<file path="src/rtl/vix_pkg.sv">
package vix_pkg;

   localparam int unsigned SEG_BITS = 128;

   typedef enum logic [1:0] {
      LSZ_H = 2'b00,
      LSZ_S = 2'b01,
      LSZ_D = 2'b10
   } lsz_e;

   typedef struct packed {
      lsz_e       lsz;
      logic [2:0] idx;
   } sel_t;

   function automatic int unsigned lsz_bits(input lsz_e l);
      case (l)
         LSZ_S:   return 32;
         LSZ_D:   return 64;
         default: return 16;
      endcase
   endfunction

endpackage

</file>
<file path="src/rtl/vix_decode.sv">
module vix_decode
   import vix_pkg::*;
#(
   parameter int unsigned SZ_HI  = 23,
   parameter int unsigned SZ_LO  = 22,
   parameter int unsigned IDX_HI = 20,
   parameter int unsigned IDX_LO = 19
) (
   input  logic [31:0] word,
   output sel_t        sel
);

   initial begin : chk_params
      if (SZ_HI != SZ_LO + 1 || IDX_HI != IDX_LO + 1 || SZ_HI > 31)
         $fatal(1, "vix_decode: field positions must be adjacent pairs");
   end

   wire unused_word = ^word;

   always_comb begin
      sel = '0;
      unique case ({word[SZ_HI], word[SZ_LO]})
         2'b10: begin
            sel.lsz = LSZ_S;
            sel.idx = {1'b0, word[IDX_HI], word[IDX_LO]};
         end
         2'b11: begin
            sel.lsz = LSZ_D;
            sel.idx = {2'b00, word[IDX_HI]};
         end
         default: begin
            sel.lsz = LSZ_H;
            sel.idx = {word[SZ_LO], word[IDX_HI], word[IDX_LO]};
         end
      endcase
   end

endmodule

</file>
<file path="src/rtl/vix_seg_bcast.sv">
module vix_seg_bcast
   import vix_pkg::*;
#(
   parameter int unsigned ESIZE = 16
) (
   input  logic [SEG_BITS-1:0] seg,
   input  logic [2:0]          idx,
   output logic [SEG_BITS-1:0] rep
);

   localparam int unsigned EPS  = SEG_BITS / ESIZE;
   localparam int unsigned IDXW = $clog2(EPS);

   initial begin : chk_params
      if (ESIZE != 16 && ESIZE != 32 && ESIZE != 64)
         $fatal(1, "vix_seg_bcast: ESIZE must be 16, 32 or 64");
   end

   wire unused_idx = ^idx;

   logic [ESIZE-1:0] pick;

   assign pick = seg[idx[IDXW-1:0]*ESIZE +: ESIZE];
   assign rep  = {EPS{pick}};

endmodule

</file>
<file path="src/rtl/vix_sign_flip.sv">
module vix_sign_flip #(
   parameter int unsigned W     = 256,
   parameter int unsigned ESIZE = 16
) (
   input  logic [W-1:0] din,
   output logic [W-1:0] dout
);

   localparam int unsigned LANES = W / ESIZE;

   initial begin : chk_params
      if (W % ESIZE != 0)
         $fatal(1, "vix_sign_flip: W must be a multiple of ESIZE");
   end

   for (genvar l = 0; l < LANES; l++) begin : g_lane
      assign dout[l*ESIZE +: ESIZE] =
         {~din[l*ESIZE + ESIZE - 1], din[l*ESIZE +: ESIZE-1]};
   end

endmodule

</file>
<file path="src/rtl/vix_operand_stage.sv">
module vix_operand_stage
   import vix_pkg::*;
#(
   parameter int unsigned VLEN = 256
) (
   input  logic            clk,
   input  logic            rst_n,
   input  logic [31:0]     insn_word,
   input  logic [VLEN-1:0] mul_vec,
   input  logic [VLEN-1:0] idx_vec,
   input  logic [VLEN-1:0] acc_vec,
   output logic [VLEN-1:0] out_acc,
   output logic [VLEN-1:0] out_negmul,
   output logic [VLEN-1:0] out_bcast,
   output logic [1:0]      out_lsz
);

   localparam int unsigned NSEG = VLEN / SEG_BITS;

   initial begin : chk_params
      if (VLEN < SEG_BITS || VLEN % SEG_BITS != 0)
         $fatal(1, "vix_operand_stage: VLEN must be a nonzero multiple of 128");
   end

   sel_t sel;

   vix_decode u_dec (
      .word (insn_word),
      .sel  (sel)
   );

   logic [VLEN-1:0] rep_h, rep_s, rep_d;
   logic [VLEN-1:0] neg_h, neg_s, neg_d;

   for (genvar s = 0; s < NSEG; s++) begin : g_seg
      vix_seg_bcast #(.ESIZE(16)) u_bh (
         .seg (idx_vec[s*SEG_BITS +: SEG_BITS]),
         .idx (sel.idx),
         .rep (rep_h[s*SEG_BITS +: SEG_BITS])
      );
      vix_seg_bcast #(.ESIZE(32)) u_bs (
         .seg (idx_vec[s*SEG_BITS +: SEG_BITS]),
         .idx (sel.idx),
         .rep (rep_s[s*SEG_BITS +: SEG_BITS])
      );
      vix_seg_bcast #(.ESIZE(64)) u_bd (
         .seg (idx_vec[s*SEG_BITS +: SEG_BITS]),
         .idx (sel.idx),
         .rep (rep_d[s*SEG_BITS +: SEG_BITS])
      );
   end

   vix_sign_flip #(.W(VLEN), .ESIZE(16)) u_nh (.din(mul_vec), .dout(neg_h));
   vix_sign_flip #(.W(VLEN), .ESIZE(32)) u_ns (.din(mul_vec), .dout(neg_s));
   vix_sign_flip #(.W(VLEN), .ESIZE(64)) u_nd (.din(mul_vec), .dout(neg_d));

   logic [VLEN-1:0] nxt_bcast, nxt_neg;

   always_comb begin
      unique case (sel.lsz)
         LSZ_S: begin
            nxt_bcast = rep_s;
            nxt_neg   = neg_s;
         end
         LSZ_D: begin
            nxt_bcast = rep_d;
            nxt_neg   = neg_d;
         end
         default: begin
            nxt_bcast = rep_h;
            nxt_neg   = neg_h;
         end
      endcase
   end

   always_ff @(posedge clk or negedge rst_n) begin
      if (!rst_n) begin
         out_acc    <= '0;
         out_negmul <= '0;
         out_bcast  <= '0;
         out_lsz    <= LSZ_H;
      end else begin
         out_acc    <= acc_vec;
         out_negmul <= nxt_neg;
         out_bcast  <= nxt_bcast;
         out_lsz    <= sel.lsz;
      end
   end

endmodule

</file>
<file path="config.mk">
export PLATFORM = sky130hd
export DESIGN_NAME = vix_operand_stage
export DESIGN_NICKNAME = d
export VERILOG_FILES = /design/src/rtl/vix_pkg.sv /design/src/rtl/vix_decode.sv /design/src/rtl/vix_seg_bcast.sv /design/src/rtl/vix_sign_flip.sv /design/src/rtl/vix_operand_stage.sv
export SDC_FILE = /design/constraint.sdc
export NUM_CORES = 1
export LEC_CHECK = 0
export CAP_MARGIN = 0
export CELL_PAD_IN_SITES_DETAIL_PLACEMENT = 1
export CELL_PAD_IN_SITES_GLOBAL_PLACEMENT = 1
export CORE_AREA = 10 10 596 598
export CTS_CLUSTER_DIAMETER = 100
export CTS_CLUSTER_SIZE = 8
export DETAILED_ROUTE_END_ITERATION = 10
export DIE_AREA = 0 0 606 608
export PLACE_DENSITY_LB_ADDON = 0.08
export SYNTH_ARGS = -nofsm -noshare
export SYNTH_HDL_FRONTEND = slang
export SYNTH_HIERARCHICAL = 1
export SYNTH_SLANG_ARGS = --single-unit
</file>
<file path="constraint.sdc">
create_clock -name clk -period 0.8 [get_ports clk]
set_clock_uncertainty 0.1 [all_clocks]
set_input_delay 0.16 -clock clk [delete_from_list [all_inputs] [get_ports clk]]
set_output_delay 0.16 -clock clk [all_outputs]
set_load 0.02 [all_outputs]
</file>
==> flow_summary.ini <==
[timing]
rsz0062_at_grt = yes
setup_violations = 1993
tightest_slew_ns = 0.6510
timing.fmax_ghz = 0.5533
holdWs_ns = -0.05612
finalCriticalPeriod_ns = 1.807
drv_slew = 0
finalSetupTns_ns = -1041.08
finalCritPeriodShare_pct = 225.9
slew-limit-headroom_pct = 56.45
hold_violations = 4
setup_slack_ns = -1.007

[yosys]
yosysWarnings = 6
ys_top_cells_by_area = dfrtp_1 43%, buf_4 22%, a22oi_1 8.5%
yosys.area.top_type = dfrtp_1
synth_area_um2 = 45040
syn_inst = 4189
synth_top_area_share_pct = 42.78
ys_ff_latch = 770
synth_xor_area_share_pct = 0
synth_area_per_cell_um2 = 10.75
muxShareOfSynthArea_pct = 11.93
synthAdderAreaFrac_pct = 0.05555
yosysUniqueCellTypes = 21
synth-compound-area-share_pct = 14.22
ys_seq_area_share_pct = 42.78
syn_nets = 4993
synth_top_family_by_area = buffers and inverters
synthSimpleGateAreaFrac_pct = 4.333

[setup_path]
start_kind = register
cp_max_fo = 1
critical_path.top_delay_family = flip-flops
slowest_delay_ns = 0.42
critical_path.cell_chain = buf_12, buf_12
critical-path-slowest-cell = dfrtp_1
crit_top_cell = buf_12
arrival_ns = 1.55
worstSetupPathType = register to primary output
crit_required_ns = 0.54
cp.depth = 2
crit_buf_inv = 2
crit_path_end_kind = primary output

[placement]
io_buffers = 1543
dpl.cell_count = 9217
place_area_um2 = 62210
gp_congestion = 0.7775
hpwlAfterDp_mm = 240.0

[die]
die_w_um = 606
placementRows = 215
initial_core_util_pct = 13.15
die_area_um2 = 368400
ios = 1572
die_y_um = 608
core-area_um2 = 342400

[clock_network]
cts_buffers = 117
cts_sinks = 770
cts_root_buffer = clkbuf_16
clk_pin_slew_worst_paths_ns = 0.05
clockBufferDepth = 4
cts_tree = done
h-tree-depth = 3

[grt]
grt_overflow_total = 0
grt_pass1_vias = 37290
grt_usage_pct = 15.08
grt_pass1_wl_mm = 379.1
antenna_found_initial = 153
grt_start_max_net_pins = 55

[worst_hold_path]
hold_depth = 3
min_path_type = input pin to register

[drt]
drt_iter0_markers = 1647
routedWlPerCell_um = 29.01
drc = 0
detail-route-antenna-nets = 0
dr.pass1.iters = 6
via_per_inst = 3.477
vias = 34700
wl_mm = 289.5

[finish]
stdcell_area_um2 = 73600
num-nets-final = 6144
syn_to_final_growth_pct = 63.38
fin_cells = 9980
fillers = 38120
layout_common_cells = 768 x clkdlybuf4s50_1, 739 x dfrtp_1, 503 x dlygate4sd3_1
layout-drive-gt1-share_pct = 38.53
layout_commonest_cell = clkdlybuf4s50_1

[run]
maxCapViolCount = 0

[power_and_ir_drop]
power_density_nw_per_um2 = 1972
vdd_drop_max_mv = 1.665
cellLeakagePower_nw = 30.15

[outcome]
violations = hold timing, setup timing
status = complete, but fails checks
-- cell type report --
| type | count | area (um2) | area share [%] |
|---|---|---|---|
| clock inverter | 13 | 202.7 | 0.2754 |
| clock buffer | 128 | 3030 | 4.118 |
| tap | 4557 | 5702 | 7.747 |
| inverter | 30 | 112.6 | 0.1530 |
| timing repair buffer | 2588 | 30260 | 41.12 |
| antenna | 61 | 152.6 | 0.2074 |
| multi-input combinational | 1833 | 14830 | 20.15 |
| sequential | 770 | 19310 | 26.23 |
-- logic make-up (layout without fill, tap and decap cells) --
kind of cell / Yosys count / in the layout
fa+ha+maj: 2 / 2
flops: 770 / 770
buf+inv: 1588 / 2759
other cells: 0 / 61
simple gates: 516 / 516
mux: 289 / 291
compound gates: 1024 / 1024
-- flip-flops by register name (all words and copies together) (netlist names) --
signal      cells
out_bcast     256
out_lsz         2
out_acc       256
out_negmul    256
-- path summary, 6_finish.rpt --
check | startpoint | endpoint | slack [ns]
worst max-delay path | out_acc[82] | out_acc[82] | -1.01
min in group asynchronous | rst_n | out_negmul[148] | 0.21
worst min-delay path | mul_vec[72] | out_negmul[72] | -0.06
max in group asynchronous | rst_n | out_bcast[165] | -0.24
-- metrics by stage --
step	utilization (%)	worst slack (ns)	power, mW
after floorplan	-	-1.326	68.93
after global placement	18.17	-2.171	93.47
after detailed placement	18.17	-2.150	93.41
after CTS	21.08	-1.145	148.5
after global routing	21.48	-1.096	152.4
final	21.49	-1.007	145.1
-- report_power, final --
group	total (mW)	internal (mW)	switching [mW]
registers	46.8	43.3	3.51
clock network	48.1	27.3	20.8
logic	50.3	25.4	24.9
total	145	96.0	49.1
-- synth_stat cells, drive strengths merged --
library cell  instances
inv                  30
ha                    2
mux2                161
nand2               512
mux4                128
and2                  1
buf                1529
dfrtp               770
o21ai               512
and2b                 2
a22oi               512
nor2b                 1
clkbuf               29
-- routing by layer --
metal | part of all wire, % | up-vias | global-route usage, %
met3 | 5.9 | 388 | 3.967
met1 | 35 | 17570 | 15.33
met2 | 56 | 1089 | 29.95
met5 | 0.17 | - | 0
li1 | - | 15570 | -
met4 | 3.3 | 76 | 3.896
-- repair_timing --
item / 4_1_cts / 5_1_grt
hold endpoints to repair: 1281 / 6
setup buffers: 36 / 23
pin swaps: 144 / 101
hold buffers: 502 / 1
cloned: 16 / 0
endpoints found under the setup margin: 1282 / 2019
resized for setup: 1802 / 419
(Power assumes the default switching activity.)
